$ cat src/rtl/paddsub_pkg.sv
package paddsub_pkg;

  localparam int NUM_BYTES = 8;
  localparam int BYTE_W    = 8;
  localparam int DATA_W    = NUM_BYTES * BYTE_W;

  typedef enum logic [1:0] {
    ELEM_BYTE  = 2'b00,
    ELEM_WORD  = 2'b01,
    ELEM_DWORD = 2'b10,
    ELEM_QWORD = 2'b11
  } elemSize_e;

  typedef enum logic [1:0] {
    MODE_WRAP     = 2'b00,
    MODE_SSAT     = 2'b01,
    MODE_USAT     = 2'b10,
    MODE_WRAP_ALT = 2'b11
  } satMode_e;

  // Strobes from control to datapath
  typedef struct packed {
    logic [NUM_BYTES-1:0] laneStart;     // byte begins a lane: carry-in forced
    logic                 invertB;       // subtract: complement B, carry-in one
    logic                 clampSigned;   // signed limit active
    logic                 clampUnsigned; // unsigned limit active
    logic                 wordLanes;     // lanes are byte pairs
  } strobes_t;

endpackage

$ cat src/rtl/paddsub_ctrl.sv
module paddsub_ctrl
  import paddsub_pkg::*;
(
  input  logic [1:0] elemSize,
  input  logic       isSub,
  input  logic [1:0] satMode,
  output strobes_t   strobes
);

  logic clampAllowed;
  int unsigned span;

  // Clamping exists only for byte and word lanes
  assign clampAllowed = (elemSize == ELEM_BYTE) || (elemSize == ELEM_WORD);

  always_comb begin
    span = 32'd1 << elemSize;
    strobes = '0;
    for (int i = 0; i < NUM_BYTES; i++) begin
      strobes.laneStart[i] = ((i % span) == 0);
    end
    strobes.invertB       = isSub;
    strobes.clampSigned   = clampAllowed && (satMode == MODE_SSAT);
    strobes.clampUnsigned = clampAllowed && (satMode == MODE_USAT);
    strobes.wordLanes     = (elemSize == ELEM_WORD);
  end

endmodule

$ cat src/rtl/paddsub_datapath.sv
module paddsub_datapath
  import paddsub_pkg::*;
(
  input  logic [DATA_W-1:0] opA,
  input  logic [DATA_W-1:0] opB,
  input  strobes_t          strobes,
  output logic [DATA_W-1:0] laneOut
);

  logic [NUM_BYTES-1:0] carryOut;
  logic [NUM_BYTES-1:0] aMsb;
  logic [NUM_BYTES-1:0] bMsb;
  logic [NUM_BYTES-1:0] sMsb;
  logic [NUM_BYTES-1:0] ovSigned;
  logic [NUM_BYTES-1:0] ovUnsigned;
  logic [BYTE_W-1:0]    sumByte [NUM_BYTES];

  // Byte slices of the adder; carries cut where a lane starts
  for (genvar i = 0; i < NUM_BYTES; i++) begin : g_slice
    logic [BYTE_W-1:0] aB;
    logic [BYTE_W-1:0] bEff;
    logic              cin;
    logic [BYTE_W:0]   sum9;

    assign aB   = opA[i*BYTE_W +: BYTE_W];
    assign bEff = opB[i*BYTE_W +: BYTE_W] ^ {BYTE_W{strobes.invertB}};

    if (i == 0) begin : g_first
      assign cin = strobes.invertB;
    end else begin : g_rest
      assign cin = strobes.laneStart[i] ? strobes.invertB : carryOut[i-1];
    end

    assign sum9        = {1'b0, aB} + {1'b0, bEff} + {{BYTE_W{1'b0}}, cin};
    assign sumByte[i]  = sum9[BYTE_W-1:0];
    assign carryOut[i] = sum9[BYTE_W];
    assign aMsb[i]     = aB[BYTE_W-1];
    assign bMsb[i]     = bEff[BYTE_W-1];
    assign sMsb[i]     = sum9[BYTE_W-1];

    // Meaningful where this byte is the top of its lane
    assign ovSigned[i]   = (aMsb[i] == bMsb[i]) && (sMsb[i] != aMsb[i]);
    assign ovUnsigned[i] = (carryOut[i] != strobes.invertB);
  end

  // Per-byte result selection from the lane's top-byte decisions
  for (genvar i = 0; i < NUM_BYTES; i++) begin : g_clamp
    localparam int PAIR_TOP = i | 1;
    localparam bit ODD_BYTE = (i % 2) == 1;

    logic              laneOvS;
    logic              laneOvU;
    logic              laneNeg;
    logic              isTop;
    logic [BYTE_W-1:0] clampS;
    logic [BYTE_W-1:0] clampU;

    assign laneOvS = strobes.wordLanes ? ovSigned[PAIR_TOP]   : ovSigned[i];
    assign laneOvU = strobes.wordLanes ? ovUnsigned[PAIR_TOP] : ovUnsigned[i];
    assign laneNeg = strobes.wordLanes ? aMsb[PAIR_TOP]       : aMsb[i];
    assign isTop   = strobes.wordLanes ? ODD_BYTE : 1'b1;

    // Signed limit: overflow direction follows operand A's sign
    assign clampS = isTop ? {laneNeg, {(BYTE_W-1){~laneNeg}}}
                          : {BYTE_W{~laneNeg}};
    // Unsigned limit: all ones on carry-out of add, zero on borrow
    assign clampU = {BYTE_W{~strobes.invertB}};

    always_comb begin
      if (strobes.clampSigned && laneOvS) begin
        laneOut[i*BYTE_W +: BYTE_W] = clampS;
      end else if (strobes.clampUnsigned && laneOvU) begin
        laneOut[i*BYTE_W +: BYTE_W] = clampU;
      end else begin
        laneOut[i*BYTE_W +: BYTE_W] = sumByte[i];
      end
    end
  end

endmodule

$ cat src/rtl/packed_sat_addsub.sv
module packed_sat_addsub
  import paddsub_pkg::*;
(
  input  logic              clk,
  input  logic              rstN,
  input  logic [DATA_W-1:0] opA,
  input  logic [DATA_W-1:0] opB,
  input  logic [1:0]        elemSize,
  input  logic              isSub,
  input  logic [1:0]        satMode,
  output logic [DATA_W-1:0] result
);

  strobes_t          strobes;
  logic [DATA_W-1:0] laneOut;

  paddsub_ctrl u_ctrl (
    .elemSize (elemSize),
    .isSub    (isSub),
    .satMode  (satMode),
    .strobes  (strobes)
  );

  paddsub_datapath u_dp (
    .opA      (opA),
    .opB      (opB),
    .strobes  (strobes),
    .laneOut  (laneOut)
  );

  always_ff @(posedge clk or negedge rstN) begin
    if (!rstN) begin
      result <= '0;
    end else begin
      result <= laneOut;
    end
  end

  // Byte lane 0 in wrap mode equals the modular sum
  AST_WRAP_LANE0_MODULAR: assert property (@(posedge clk) disable iff (!rstN)
    ($past(rstN) && $past(satMode == MODE_WRAP) && $past(elemSize == ELEM_BYTE)
     && $past(!isSub)) |-> (result[7:0] == $past(opA[7:0] + opB[7:0])));

  // Signed clamped byte add of like-signed operands keeps that sign
  AST_SSAT_SIGN_KEPT: assert property (@(posedge clk) disable iff (!rstN)
    ($past(rstN) && $past(satMode == MODE_SSAT) && $past(elemSize == ELEM_BYTE)
     && $past(!isSub) && $past(opA[7] == opB[7])) |-> (result[7] == $past(opA[7])));

  // Unsigned clamped byte add never drops below operand A
  AST_USAT_ADD_NOT_BELOW: assert property (@(posedge clk) disable iff (!rstN)
    ($past(rstN) && $past(satMode == MODE_USAT) && $past(elemSize == ELEM_BYTE)
     && $past(!isSub)) |-> (result[7:0] >= $past(opA[7:0])));

  // Unsigned clamped byte subtract never rises above operand A
  AST_USAT_SUB_NOT_ABOVE: assert property (@(posedge clk) disable iff (!rstN)
    ($past(rstN) && $past(satMode == MODE_USAT) && $past(elemSize == ELEM_BYTE)
     && $past(isSub)) |-> (result[7:0] <= $past(opA[7:0])));

endmodule

$ cat config.mk
export PLATFORM = sky130hd
export DESIGN_NAME = packed_sat_addsub
export DESIGN_NICKNAME = d
export VERILOG_FILES = /design/src/rtl/paddsub_pkg.sv /design/src/rtl/paddsub_ctrl.sv /design/src/rtl/paddsub_datapath.sv /design/src/rtl/packed_sat_addsub.sv
export SDC_FILE = /design/constraint.sdc
export NUM_CORES = 1
export LEC_CHECK = 0
export BUFFER_PORTS_ARGS = -buffer_cell sky130_fd_sc_hd__buf_2
export CAP_MARGIN = 15
export CORE_MARGIN = 2
export CORE_UTILIZATION = 45
export CTS_CLUSTER_DIAMETER = 80
export DETAILED_ROUTE_END_ITERATION = 12
export HOLD_SLACK_MARGIN = 0.06
export PLACE_DENSITY = 0.74
export SKIP_CTS_REPAIR_TIMING = 1
export SLEW_MARGIN = 20
export SYNTH_ARGS = -nofsm -noshare
export SYNTH_HDL_FRONTEND = slang
export SYNTH_SLANG_ARGS = --single-unit
$ cat constraint.sdc
create_clock -name clk -period 0.8 [get_ports clk]
set_input_delay 0.08 -clock clk [delete_from_list [all_inputs] [get_ports clk]]
set_output_delay 0.08 -clock clk [all_outputs]
set_load 0.01 [all_outputs]
==> metrics.md <==
| Metric | Value |
|---|---|
| Fmax | 71.52 MHz |
| DRC Markers | 0 |
| Worst Setup SP | opB[0] |
| Combinational share of power | 55.0% |
| Syn. warnings | 0 |
| Synth Net Count | 1065 |
| Routed WL | 23810 um |
| Sw power | 7394 uW |
| Most used cell, CP | fa_2 |
| Gr usage total | 26.24% |
| DR iter-0 viols | 410 |
| Commonest non-fill, non-tap cell in the layout | buf_4 |
| Failing checks | negative setup slack |
| Delay of the slowest critical-path stage | 0.38 ns |
| Final antenna-violating net count | 0 |
| Initial core utilization | 46.24% |
| Post-Synthesis Cells | 846 |
| Min Tclk post-route | 13.98 ns |
| Ys async rst share | 100.0% |
| H-tree depth | 3 |
| Outcome | finished with violations |
| Critical path depth | 87 |
| Critical path startpoint category | input pin |
| Sequential Power Share | 23.3% |
| Most frequent cells in the layout | 227 x buf_4, 183 x buf_2, 74 x xor2_1 |
| Unrepaired setup endpoints after global routing | true |
| Least-Margin Pin Slew | 0.7544 ns |
| Number of diodes | 0 |
| Grt ovf | 0 |
| Routability cong. | 0.9588 |
| Clk root buf | clkbuf_16 |
| # IOs | 199 |
| Via/cell ratio | 5.253 |
| Clock transition at the registers of the reported paths | 0.05 ns |
| Sw Share | 36.60% |
| Core Region | 15310 um2 |
| Rel. slew slack | 49.71% |
| Util after Layout | 71.86% |
| Vias | 7795 |
| CP Capture Type | register |
| P_leak | 0.005502 uW |
| Register with the most flip-flops | result |
| Net count, final | 1487 |
| Die H | 129.5 um |
| Internal power | 12810 uW |
| Sequential area share after synthesis | 22.61% |
| Wire length per cell | 16.04 um |
| Die Wd | 129.5 um |
| Max VDD drop | 1294 uV |
| Largest register FFs | 64 |
| EDFF count, synth | 0 |
| Mean area per synthesized cell | 8.371 um2 |
| Area grow syn2layout | 55.41% |
| Critical Path RT | 1.03 ns |
| Critical path fanouts, max | 3 |
| Hold path depth | 4 |
| Largest net degree at the start of global routing | 49 |
| Clk pwr share | 21.7% |
| Setup violators final | 128 |
| Post-route insts no fill | 1484 |
| Largest regs | result (64) |
| HPWL after DPL | 18070 um |
| DRT Pass-1 Iters | 4 |
| Layout cells sized above 1 | 46.43% |
| WS Path Type | in2reg |
| Netlist Area Pre-Place | 7082 um2 |
| Setup crit end | result[55] |
| Post-route setup slack | -13.18 ns |
| Total CTS buffers | 9 |
| Prevailing post-synth register cell | dfrtp_1 |
| Final Max Slew Viols | 0 |
| MaxCap Viol Count | 0 |
| Longest Clk Path Bufs | 2 |
| CTS tree | done |
| Min-Delay Path Class | in2reg |
| Period utilisation layout | 1748% |
| Row count | 45 |
| Power Density | 1836 nW/um2 |
| Crit-path slowest cell | fa_2 |
| Clock tree sinks | 64 |
| First-pass GRT wire length | 34800 um |
| Final hold vios | 0 |
| CP bufs+invs | 2 |
| I/O Buffers | 198 |
| Initial antenna violation count | 0 |
| Die area | 16760 um2 |
| Inst Count DP | 1445 |
| Design Power | 20210 uW |
| Vias in the first global route | 7329 |
| Register bit total from synthesis | 64 |
| CP delay by family, top | compound AO/OA/AOI/OAI gates |
| Post-synth cell types | 74 |
| WP data arrival | 14.21 ns |
-- metal layers --
metal	global-route usage, %	up-vias	share of wire, %
met5	0	-	0
met4	8.665	0	2.6
met3	2.890	51	4.3
met2	47.09	253	52
met1	32.91	3695	41
li1	-	3796	-
-- cell type report --
| class | instances | area, um2 |
|---|---|---|
| Clock buffer | 12 | 256.5 |
| Tap cell | 211 | 264.0 |
| Sequential cell | 64 | 1602 |
| Multi-Input combinational cell | 686 | 5592 |
| Inverter | 70 | 262.8 |
| Clock inverter | 4 | 76.32 |
| Fill cell | 1091 | 4309 |
| Timing Repair Buffer | 437 | 2953 |
-- logic make-up (layout without fill, tap and decap cells) --
kind of cell / count (synthesis) / after routing / synth area share, %
flops: 64 / 64 / 22.61
mux: 11 / 11 / 1.590
simple gates: 224 / 224 / 16.41
fa+ha+maj: 84 / 84 / 16.43
xor+xnor: 114 / 114 / 14.10
buf+inv: 96 / 523 / 5.565
compound gates: 253 / 253 / 23.29
-- per-stage QoR --
step / setup TNS, ns / area [um2] / hold WS, ns / worst slack (ns)
after floorplan: -490.87 / 7236 / -0.2156 / -12.50
after global placement: -516.13 / 9967 / 0.001190 / -12.88
after detailed placement: -537.17 / 9967 / 0.004011 / -13.42
after CTS: -526.55 / 10300 / -0.3566 / -13.17
after global routing: -562.82 / 11010 / 0.1631 / -14.10
final: -524.17 / 11010 / 0.1390 / -13.18
-- worst min-delay path, cell delays in order --
cell     delay (ns)
buf_8          0.08
xor2_1         0.08
a21oi_1        0.12
o21ai_1        0.08
-- power groups by stage --
stage	Combinational, uW	Clock, uW	Sequential, uW
floorplan	4910	0	5160
global placement	9490	0	4700
detailed placement	9700	0	4680
CTS	9790	4390	4650
global route	12100	4510	4760
finish	11100	4390	4700
-- cell usage after synthesis (3+ instances only) --
cell      count  area [um2]
and3_1        7       43.79
buf_1         6       22.52
and2_1        6       37.54
ha_1         69       863.3
mux2i_1       9       90.09
nor4_1        6       37.54
nand3_1      24       120.1
o21ai_0      41       205.2
xnor2_1      38       332.8
buf_2         3       15.01
a31oi_1       4       25.02
a21oi_1     110       550.5
o21ai_1       3       15.01
o211ai_1     11       82.58
o31ai_1       5       37.54
xor2_1       76       665.6
fa_1         15       300.3
a21boi_0      4       30.03
inv_1        69       259.0
a22oi_1       5       37.54
nor3_1        9       45.04
nor2b_1      17       106.4
nand2_1      67       251.5
buf_6         4       45.04
nor3b_1       4       30.03
dfrtp_1      64        1602
nor2_1       36       135.1
clkbuf_1     13       48.80
nand2b_1     21       131.4
a21o_1       13       97.59
nand3b_1     12       90.09
o21a_1        7       52.55
o21bai_1     14       105.1
-- worst min path at each step --
stage	endpoint	startpoint
after CTS	result[36]	rstN
after detailed placement	result[36]	rstN
final	result[0]	opB[0]
after global placement	result[37]	rstN
after global routing	result[0]	opB[0]
after floorplan	result[0]	rstN
(Power assumes the default switching activity.)
